### src/rtl/rtm_pkg.sv
// Package shared by the region time monitor.
// Holds the per-cycle action code chosen by the control logic.
package rtm_pkg;
    typedef enum logic [1:0] {
        ACT_HOLD  = 2'd0,  // no region change
        ACT_ENTER = 2'd1,  // push current, enter child
        ACT_LEAVE = 2'd2,  // pop to enclosing region
        ACT_SWAP  = 2'd3   // leave and enter a sibling in one cycle
    } rtm_act_e;
endpackage

### src/rtl/rtm_child_match.sv
// Compares the PC against the entry addresses of up to ARITY child slots.
// Assumes the slot descriptors belong to the region named by the request.
// Slots at or beyond the child count are masked; the lowest matching slot wins.
module rtm_child_match #(
    parameter int ADDR_W = 24,
    parameter int IDX_W  = 12,
    parameter int NCH_W  = 4,
    parameter int ARITY  = 8
) (
    input  logic [ADDR_W-1:0]       pc_i,
    input  logic                    valid_i,
    input  logic [NCH_W-1:0]        nch_i,
    input  logic [ARITY*ADDR_W-1:0] ent_i,
    input  logic [ARITY*ADDR_W-1:0] ext_i,
    input  logic [ARITY*IDX_W-1:0]  fst_i,
    input  logic [ARITY*NCH_W-1:0]  cnc_i,
    output logic                    hit_o,
    output logic [NCH_W-1:0]        slot_o,
    output logic [ADDR_W-1:0]       sel_ext_o,
    output logic [IDX_W-1:0]        sel_fst_o,
    output logic [NCH_W-1:0]        sel_nch_o
);
    logic [ARITY-1:0] slot_hit;

    for (genvar k = 0; k < ARITY; k++) begin : g_slot
        // One comparator per slot, masked by the child count
        assign slot_hit[k] = valid_i
                          && ((NCH_W+1)'(k) < {1'b0, nch_i})
                          && (pc_i == ent_i[k*ADDR_W +: ADDR_W]);
    end

    // Priority pick: the lowest matching slot supplies the descriptor
    always_comb begin
        hit_o     = |slot_hit;
        slot_o    = '0;
        sel_ext_o = '0;
        sel_fst_o = '0;
        sel_nch_o = '0;
        for (int k = ARITY - 1; k >= 0; k--) begin
            if (slot_hit[k]) begin
                slot_o    = NCH_W'(k);
                sel_ext_o = ext_i[k*ADDR_W +: ADDR_W];
                sel_fst_o = fst_i[k*IDX_W +: IDX_W];
                sel_nch_o = cnc_i[k*NCH_W +: NCH_W];
            end
        end
    end
endmodule

### src/rtl/rtm_frame_stack.sv
// Stack of saved enclosing-region frames, DEPTH entries of FRAME_W bits.
// Assumes push and pop never arrive together and are never issued when
// full or empty; the caller filters those cases.
module rtm_frame_stack #(
    parameter int FRAME_W = 64,
    parameter int DEPTH   = 64
) (
    input  logic               clk,
    input  logic               rst_n,
    input  logic               push_i,
    input  logic               pop_i,
    input  logic [FRAME_W-1:0] wdata_i,
    output logic [FRAME_W-1:0] rdata_o,
    output logic [$clog2(DEPTH+1)-1:0] level_o,
    output logic               full_o,
    output logic               empty_o
);
    localparam int LVL_W = $clog2(DEPTH + 1);
    localparam int PTR_W = (DEPTH > 1) ? $clog2(DEPTH) : 1;

    logic [FRAME_W-1:0] mem [DEPTH];
    logic [LVL_W-1:0]   lvl;

    assign level_o = lvl;
    assign full_o  = (lvl == LVL_W'(DEPTH));
    assign empty_o = (lvl == '0);
    assign rdata_o = empty_o ? '0 : mem[PTR_W'(lvl - 1'b1)];

    // Occupancy counter
    always_ff @(posedge clk) begin
        if (!rst_n)
            lvl <= '0;
        else if (push_i)
            lvl <= lvl + 1'b1;
        else if (pop_i)
            lvl <= lvl - 1'b1;
    end

    // Frame storage write on push
    always_ff @(posedge clk) begin
        if (push_i)
            mem[PTR_W'(lvl)] <= wdata_i;
    end

    AST_NO_PUSH_FULL: assert property (@(posedge clk) disable iff (!rst_n)
        push_i |-> !full_o);
    AST_NO_POP_EMPTY: assert property (@(posedge clk) disable iff (!rst_n)
        pop_i |-> !empty_o);
    AST_PUSH_GROWS: assert property (@(posedge clk) disable iff (!rst_n)
        push_i |=> (lvl == $past(lvl) + 1'b1));
endmodule

### src/rtl/region_time_monitor.sv
// Nested region execution-time monitor.
// Tracks the innermost active code region in registers and saves enclosing
// regions on a frame stack; only the innermost count advances. Each cycle:
// exit test, then entry test against the children of the resulting region,
// then a saturating count compared with one global bound.
// Assumes the region-tree memory answers the child request combinationally.
module region_time_monitor #(
    parameter int CNT_W  = 24,
    parameter int ADDR_W = 24,
    parameter int IDX_W  = 12,
    parameter int NCH_W  = 4,
    parameter int DEPTH  = 64,
    parameter int ARITY  = 8
) (
    input  logic                    clk,
    input  logic                    rst_n,
    input  logic [ADDR_W-1:0]       pc_i,
    input  logic                    pc_valid_i,
    input  logic [CNT_W-1:0]        bound_i,
    input  logic [ADDR_W-1:0]       root_exit_i,
    input  logic [IDX_W-1:0]        root_first_i,
    input  logic [NCH_W-1:0]        root_nch_i,
    output logic [IDX_W-1:0]        req_first_o,
    output logic [NCH_W-1:0]        req_nch_o,
    input  logic [ARITY*ADDR_W-1:0] lk_entry_i,
    input  logic [ARITY*ADDR_W-1:0] lk_exit_i,
    input  logic [ARITY*IDX_W-1:0]  lk_first_i,
    input  logic [ARITY*NCH_W-1:0]  lk_nch_i,
    output logic                    alarm_o,
    output logic                    error_o
);
    import rtm_pkg::*;

    localparam int FRAME_W = CNT_W + ADDR_W + IDX_W + NCH_W;
    localparam int LVL_W   = $clog2(DEPTH + 1);
    localparam logic [CNT_W-1:0] CNT_MAX = '1;

    // Innermost region registers
    logic [CNT_W-1:0]  act_cnt;
    logic [ADDR_W-1:0] act_ext;
    logic [IDX_W-1:0]  act_fst;
    logic [NCH_W-1:0]  act_nch;
    logic              alarm_q, err_q;

    // Stack interface
    logic               stk_push, stk_pop, stk_full, stk_empty;
    logic [FRAME_W-1:0] stk_rdata;
    logic [LVL_W-1:0]   stk_level;
    logic [CNT_W-1:0]   par_cnt;
    logic [ADDR_W-1:0]  par_ext;
    logic [IDX_W-1:0]   par_fst;
    logic [NCH_W-1:0]   par_nch;

    // Matcher outputs
    logic              enter_hit;
    logic [NCH_W-1:0]  sel_slot;
    logic [ADDR_W-1:0] ch_ext;
    logic [IDX_W-1:0]  ch_fst;
    logic [NCH_W-1:0]  ch_nch;

    logic exit_hit, leave_ok, underflow, overflow, enter_ok, over_bound;
    rtm_act_e act;
    logic [CNT_W-1:0] base_cnt, cnt_next;

    assign {par_cnt, par_ext, par_fst, par_nch} = stk_rdata;

    // Exit test comes first; it picks which region's children are searched
    always_comb begin
        exit_hit  = pc_valid_i && (pc_i == act_ext);
        leave_ok  = exit_hit && !stk_empty;
        underflow = exit_hit && stk_empty;
        req_first_o = leave_ok ? par_fst : act_fst;
        req_nch_o   = leave_ok ? par_nch : act_nch;
    end

    rtm_child_match #(
        .ADDR_W(ADDR_W), .IDX_W(IDX_W), .NCH_W(NCH_W), .ARITY(ARITY)
    ) u_match (
        .pc_i      (pc_i),
        .valid_i   (pc_valid_i),
        .nch_i     (req_nch_o),
        .ent_i     (lk_entry_i),
        .ext_i     (lk_exit_i),
        .fst_i     (lk_first_i),
        .cnc_i     (lk_nch_i),
        .hit_o     (enter_hit),
        .slot_o    (sel_slot),
        .sel_ext_o (ch_ext),
        .sel_fst_o (ch_fst),
        .sel_nch_o (ch_nch)
    );

    // Action decode and saturating count of the resulting innermost region
    always_comb begin
        overflow = enter_hit && !leave_ok && stk_full;
        enter_ok = enter_hit && (leave_ok || !stk_full);
        unique case ({leave_ok, enter_ok})
            2'b01:   act = ACT_ENTER;
            2'b10:   act = ACT_LEAVE;
            2'b11:   act = ACT_SWAP;
            default: act = ACT_HOLD;
        endcase
        unique case (act)
            ACT_ENTER, ACT_SWAP: base_cnt = '0;
            ACT_LEAVE:           base_cnt = par_cnt;
            default:             base_cnt = act_cnt;
        endcase
        cnt_next   = (base_cnt == CNT_MAX) ? CNT_MAX : base_cnt + 1'b1;
        over_bound = cnt_next > bound_i;
        stk_push   = (act == ACT_ENTER);
        stk_pop    = (act == ACT_LEAVE);
    end

    rtm_frame_stack #(.FRAME_W(FRAME_W), .DEPTH(DEPTH)) u_stack (
        .clk     (clk),
        .rst_n   (rst_n),
        .push_i  (stk_push),
        .pop_i   (stk_pop),
        .wdata_i ({act_cnt, act_ext, act_fst, act_nch}),
        .rdata_o (stk_rdata),
        .level_o (stk_level),
        .full_o  (stk_full),
        .empty_o (stk_empty)
    );

    // Innermost region register update
    always_ff @(posedge clk) begin
        if (!rst_n) begin
            act_cnt <= '0;
            act_ext <= root_exit_i;
            act_fst <= root_first_i;
            act_nch <= root_nch_i;
        end else begin
            act_cnt <= cnt_next;
            unique case (act)
                ACT_ENTER, ACT_SWAP: begin
                    act_ext <= ch_ext;
                    act_fst <= ch_fst;
                    act_nch <= ch_nch;
                end
                ACT_LEAVE: begin
                    act_ext <= par_ext;
                    act_fst <= par_fst;
                    act_nch <= par_nch;
                end
                default: ;
            endcase
        end
    end

    // Sticky alarm and error flags
    always_ff @(posedge clk) begin
        if (!rst_n) begin
            alarm_q <= 1'b0;
            err_q   <= 1'b0;
        end else begin
            alarm_q <= alarm_q | over_bound | underflow | overflow;
            err_q   <= err_q | underflow | overflow;
        end
    end

    assign alarm_o = alarm_q;
    assign error_o = err_q;

    AST_ALARM_STICKY: assert property (@(posedge clk) disable iff (!rst_n)
        alarm_q |=> alarm_q);
    AST_ERR_RAISES_ALARM: assert property (@(posedge clk) disable iff (!rst_n)
        err_q |-> alarm_q);
    AST_IDLE_KEEPS_LEVEL: assert property (@(posedge clk) disable iff (!rst_n)
        !pc_valid_i |=> $stable(stk_level));
    AST_ENTRY_IN_RANGE: assert property (@(posedge clk) disable iff (!rst_n)
        enter_hit |-> (sel_slot < req_nch_o));
    AST_LEAVE_RESTORES: assert property (@(posedge clk) disable iff (!rst_n)
        (act == ACT_LEAVE) |=> (act_fst == $past(par_fst) && act_cnt == $past(par_cnt) + 1'b1));
    AST_HOLD_COUNTS: assert property (@(posedge clk) disable iff (!rst_n)
        (act == ACT_HOLD && act_cnt != CNT_MAX) |=> (act_cnt == $past(act_cnt) + 1'b1));
    AST_SWAP_KEEPS_LEVEL: assert property (@(posedge clk) disable iff (!rst_n)
        (act == ACT_SWAP) |=> $stable(stk_level));
endmodule

### config.mk
export PLATFORM = sky130hd
export DESIGN_NAME = region_time_monitor
export DESIGN_NICKNAME = d
export VERILOG_FILES = /design/src/rtl/rtm_pkg.sv /design/src/rtl/rtm_child_match.sv /design/src/rtl/rtm_frame_stack.sv /design/src/rtl/region_time_monitor.sv
export SDC_FILE = /design/constraint.sdc
export NUM_CORES = 2
export LEC_CHECK = 0
export ABC_CLOCK_PERIOD_IN_PS = 12550
export BUFFER_PORTS_ARGS = -buffer_cell sky130_fd_sc_hd__buf_2
export CAP_MARGIN = 25
export CELL_PAD_IN_SITES_DETAIL_PLACEMENT = 2
export CELL_PAD_IN_SITES_GLOBAL_PLACEMENT = 2
export CORE_UTILIZATION = 48
export DETAILED_ROUTE_END_ITERATION = 12
export PLACE_DENSITY = 0.9
export SLEW_MARGIN = 15
export SYNTH_ARGS = -nofsm -noshare
export SYNTH_HDL_FRONTEND = slang
export SYNTH_SLANG_ARGS = --single-unit
### constraint.sdc
create_clock -name clk -period 12.55 [get_ports clk]
set_input_delay 2.51 -clock clk [delete_from_list [all_inputs] [get_ports clk]]
set_output_delay 2.51 -clock clk [all_outputs]
set_load 0.1 [all_outputs]
==> results of run 1 <==
## per-stage QoR
stage | setup slack [ns] | hold slack, ns | std cells
3_3_place_gp | 0.561 | 0.474 | 14000
2_1_floorplan | 1.07 | 0.540 | 8968
## kinds of logic after synthesis
kind of cell	Yosys count	share of synthesized area [%]
AO/OA/AOI/OAI	762	3.34
flip-flops	4169	74.2
buffers and inverters	622	1.58
AND/OR/NAND/NOR	2077	5.58
XOR/XNOR	241	1.27
multiplexers	1069	13.8
adder cells (fa/ha/maj)	28	0.208
==> key figures, run 1 <==
Status
  • Outcome: aborted with a tool error
  • Stop stage: detailed placement
  • Error: [ERROR DPL-0033] detailed placement checks failed during check placement.

Synth
  • Post-synth EDFFs: about 4100
  • Synth Register Bits: 4169
  • Synthesized cell area: 168000 um^2
  • Proportion of synthesized chip area in sequential cells: 74.2%
  • Top-count cell post-synth: edfxtp_1
  • Synth top cells by count: edfxtp_1, nand2_1, mux4_2, clkbuf_1, nor2_1
  • Syn Inst Count: around 9000
  • Syn_area_per_cell: approximately 19 um^2
  • Top_reg_cell synth: edfxtp_1
  • Async set-or-reset flop fraction in the synthesized netlist: 0%
  • Cell variety after synth: 95
  • Post-synth top area cell: edfxtp_1
  • Syn nets: 9599
  • Synth top area cells: edfxtp_1, mux4_2, nand2_1
  • Top cell type's share of synthesized area: approximately three quarters
  • Warnings, synthesis: 0

Place
  • Hpwl dp: about 520 mm
  • I/O Buffers: 620
  • GPL Wtd Cong: 0.935

Die
  • Die H: approximately 590 um
  • Initial Util: 48.2%
  • Die width: 594 um
  • I/O pins: approximately 620
  • Row count: about 220
==> inputs of run 2 (changes only) <==
--- a/config.mk
+++ b/config.mk
@@ -8,11 +8,9 @@
 export ABC_CLOCK_PERIOD_IN_PS = 12550
 export BUFFER_PORTS_ARGS = -buffer_cell sky130_fd_sc_hd__buf_2
 export CAP_MARGIN = 25
-export CELL_PAD_IN_SITES_DETAIL_PLACEMENT = 2
-export CELL_PAD_IN_SITES_GLOBAL_PLACEMENT = 2
-export CORE_UTILIZATION = 48
+export CORE_UTILIZATION = 40
 export DETAILED_ROUTE_END_ITERATION = 12
-export PLACE_DENSITY = 0.9
+export PLACE_DENSITY_LB_ADDON = 0.15
 export SLEW_MARGIN = 15
 export SYNTH_ARGS = -nofsm -noshare
 export SYNTH_HDL_FRONTEND = slang
==> run 2 against run 1 <==
Net effect: the run now ends clean; synthesized cell count is the same; synthesized area is the same.
==> key figures, run 2 <==
Pwr
  • P per Cell Area: 148 nW/um^2
  • LEAKAGE: 63.5 nW
  • Max VDD drop: 0.114 mV
  • Total Power: 0.0287 W

Timing
  • Max Slew Vio Count: 0
  • Final setup vio count: 0
  • Slew @ Worst Pin: 1.25 ns
  • Final min period: 11.25 ns
  • Clk_skew: 0.0585 ns
  • Slew HR: 16.6%
  • Hold Vio Cnt, Final: 0
  • RSZ-0062 raised after global routing: no
  • Max Fclk: 88.9 MHz
  • Final period util: 89.6%
  • Setup TNS: 0 ns

CTS
  • Clk slew on worst S/H paths: 0.06 ns
  • Worst-skew pair later-pin latency: 0.99 ns
  • Clock Tree Buf Depth: 4
  • CTS H-Tree Depth: 5
  • Clock buffer count from CTS: 438
  • # clock sinks: about 4200
  • Setup repair bufs after CTS: 0
  • Post-CTS Hold Buffers: 0
  • Post-CTS Resized: 0
  • Clock root cell: clkbuf_16
  • TritonCTS clock tree: yes

Cells and area
  • Number of flip-flops in the largest register: about 4100
  • Largest Register: u_stack.mem
  • Largest regs: u_stack.mem: 4096 flops, act_cnt: 24 flops, act_ext: 24 flops
  • Most common cell after layout, fill and taps aside: edfxtp_1
  • Fillers: around 36000
  • Ratio of cells with drive above 1 in the final layout: 26.8%
  • Fin nets: 10500
  • Synth-to-Final Area Change: 15.2%
  • Most frequent cells in the layout: edfxtp_1, nand2_1, mux4_2

Synth
  • Cell variety after synth: 95 (unchanged)
  • Proportion of synthesized chip area in sequential cells: 74.2% (unchanged)
  • Syn nets: 9599 (unchanged)
  • Post-synthesis adder-cell area fraction: 0.208% (unchanged)
  • Post-synth top area cell: edfxtp_1
  • Main combinational cell family by area after synthesis: multiplexers
  • Warnings, synthesis: 0 (unchanged)
  • Top cell type's share of synthesized area: 73.8% (unchanged)
  • Post-synth EDFFs: 4136 (unchanged)
  • Syn_area_per_cell: 18.8 um^2 (unchanged)
  • Syn Inst Count: 8968 (unchanged)
  • Top-count cell post-synth: edfxtp_1
  • Synth Register Bits: 4169 (unchanged)
  • Area share of and/or/nand/nor cells after synthesis: 5.58% (unchanged)
  • Top_reg_cell synth: edfxtp_1
  • Synth Area in Compound Gates: 3.34% (unchanged)
  • Post-Synth XOR/XNOR Area: 1.27% (unchanged)
  • Synth top cells by count: edfxtp_1, nand2_1, mux4_2, clkbuf_1, nor2_1
  • Synth top area cells: edfxtp_1, mux4_2, nand2_1
  • Multiplexer area fraction after synthesis: 13.8% (unchanged)
  • Async set-or-reset flop fraction in the synthesized netlist: 0% (unchanged)
  • Synthesized cell area: 168000 um^2 (unchanged)

Die
  • Row count: 237 (+9.2%)
  • I/O pins: 621 (unchanged)
  • Die width: 651 um (+9.5%)
  • Initial Util: 40.3% (-7.9 points)
  • Die ar.: approximately 420000 um^2
  • Die H: 651 um (+9.5%)
  • CORE AREA: 418000 um^2

Worst setup path
  • Data required, critical path: 13.37 ns
  • Critical Path End Type: flop
  • Slowest cell on the critical path: nand4_2
  • CP max stage delay: 0.78 ns
  • CP max FO: 29
  • CP startpoint kind: flop
  • R2r worst-path depth: 36
  • Kind of critical path: flop to flop
  • R2R setup slack: 1.30 ns
  • R2r startpoint: u_stack.level_o[0]$_SDFFE_PN0P_
  • WP data arrival: about 12 ns
  • Worst r2r dst: alarm_o$_SDFF_PN0_

Detailed routing
  • Iter 0 DRT Violations: 13200
  • Vias per cell: 6.15
  • DRC: 0
  • Vias: roughly 97000
  • Final wirelength: 608 mm
  • Post-DR wirelength/cell: slightly below 40 um
  • Antenna Nets Post-Route: 0
  • DR pass1 iterations: 5

Global route
  • First-pass GRT wire length: 824 mm
  • Antenna violations before repair: 85
  • Gr usage total: 28.2%
  • Largest net degree at the start of global routing: 117
  • Vias in the first global route: 96200
  • Grt total ovfl: 0

Hold path
  • Hold path depth: 2
  • Worst hold start: error_o$_SDFF_PN0_
  • Hold/Removal Path Class: flop to flop
  • Worst Hold Endpoint: error_o$_SDFF_PN0_

Place
  • GPL Wtd Cong: 1.07 (+14%)
  • Hpwl dp: 355 mm (-32%)
  • I/O Buffers: 620 (unchanged)

Status
  • Outcome: finished clean

Job
  • Max-cap violation count: 0
-- run 2: cell counts after synthesis --
No cell type changed its count.
-- run 2: cells by family (layout without fill, tap and decap cells) --
family,Yosys count,after routing
AO/OA/AOI/OAI,762,762
AND/OR/NAND/NOR,2077,2077
other,0,26
flip-flops,4169,4169
multiplexers,1069,1069
buffers and inverters,622,1847
XOR/XNOR,241,241
adder cells (fa/ha/maj),28,28
-- run 2: worst max path at each step --
stage | start | endpoint | slack (ns)
after floorplan | pc_i[4] | u_stack.mem[16][0]$_DFFE_PP_ | 1.07
after CTS | u_stack.level_o[0]$_SDFFE_PN0P_ | alarm_o$_SDFF_PN0_ | 1.29
final | u_stack.level_o[0]$_SDFFE_PN0P_ | alarm_o$_SDFF_PN0_ | 1.30
after global routing | u_stack.level_o[0]$_SDFFE_PN0P_ | alarm_o$_SDFF_PN0_ | 0.70
after global placement | pc_i[23] | alarm_o$_SDFF_PN0_ | 1.08
after detailed placement | pc_i[23] | alarm_o$_SDFF_PN0_ | 1.27
-- run 2: through the flow --
step / utilization, % / worst slack, ns / hold WS [ns] / std cells / cell area (um^2)
2_1_floorplan: - / 1.07 / 0.540 / 8968 / 168000
3_3_place_gp: 43.0 / 1.08 / 0.549 / 14900 / 180000
3_5_place_dp: 43.1 / 1.27 / 0.560 / 14900 / 180000
4_1_cts: 46.4 / 1.29 / 0.569 / 15700 / 194000
5_1_grt: 46.4 / 0.701 / 0.570 / 15700 / 194000
6_report: 46.4 / 1.30 / 0.550 / 15700 / 194000
-- run 2: where the power goes --
part | leakage, nW | internal (W) | switching [W] | total [W]
logic | 16.4 | 0.000158 | 0.000525 | 0.000683
registers | 40.4 | 0.0153 | 0.0000107 | 0.0153
clock network | 6.70 | 0.00719 | 0.00549 | 0.0127
total | 63.5 | 0.0227 | 0.00603 | 0.0287
-- run 2: layout make-up --
class                      instances  area (um^2)  area share (%)
timing repair buffer             986         6630            3.42
inverter                          56          210           0.108
antenna                           26         65.1          0.0335
multi-input combinational       4177        41500            21.4
sequential                      4169       125000            64.4
clock inverter                   259         2320            1.20
tap                             5497         6880            3.55
clock buffer                     546        11500            5.92
-- run 2: per-layer routing --
layer | track usage, % | vias up | routed length, um
met5 | 0 | - | 81
met4 | 8.32 | 12 | 20300
met3 | 4.07 | 909 | 45800
met2 | 46.2 | 4808 | 292000
met1 | 39.4 | 52700 | 250000
li1 | - | 38200 | -
-- run 2: critical path, delay by kind of cell, from the launching register on --
family	cells	cell delay, ns
mux	2	1.11
xor+xnor	1	0.70
simple gates	11	2.89
compound gates	14	3.57
fa+ha+maj	2	0.68
flops	1	0.75
buf+inv	6	1.28
Power figures use the tool's default switching activity.
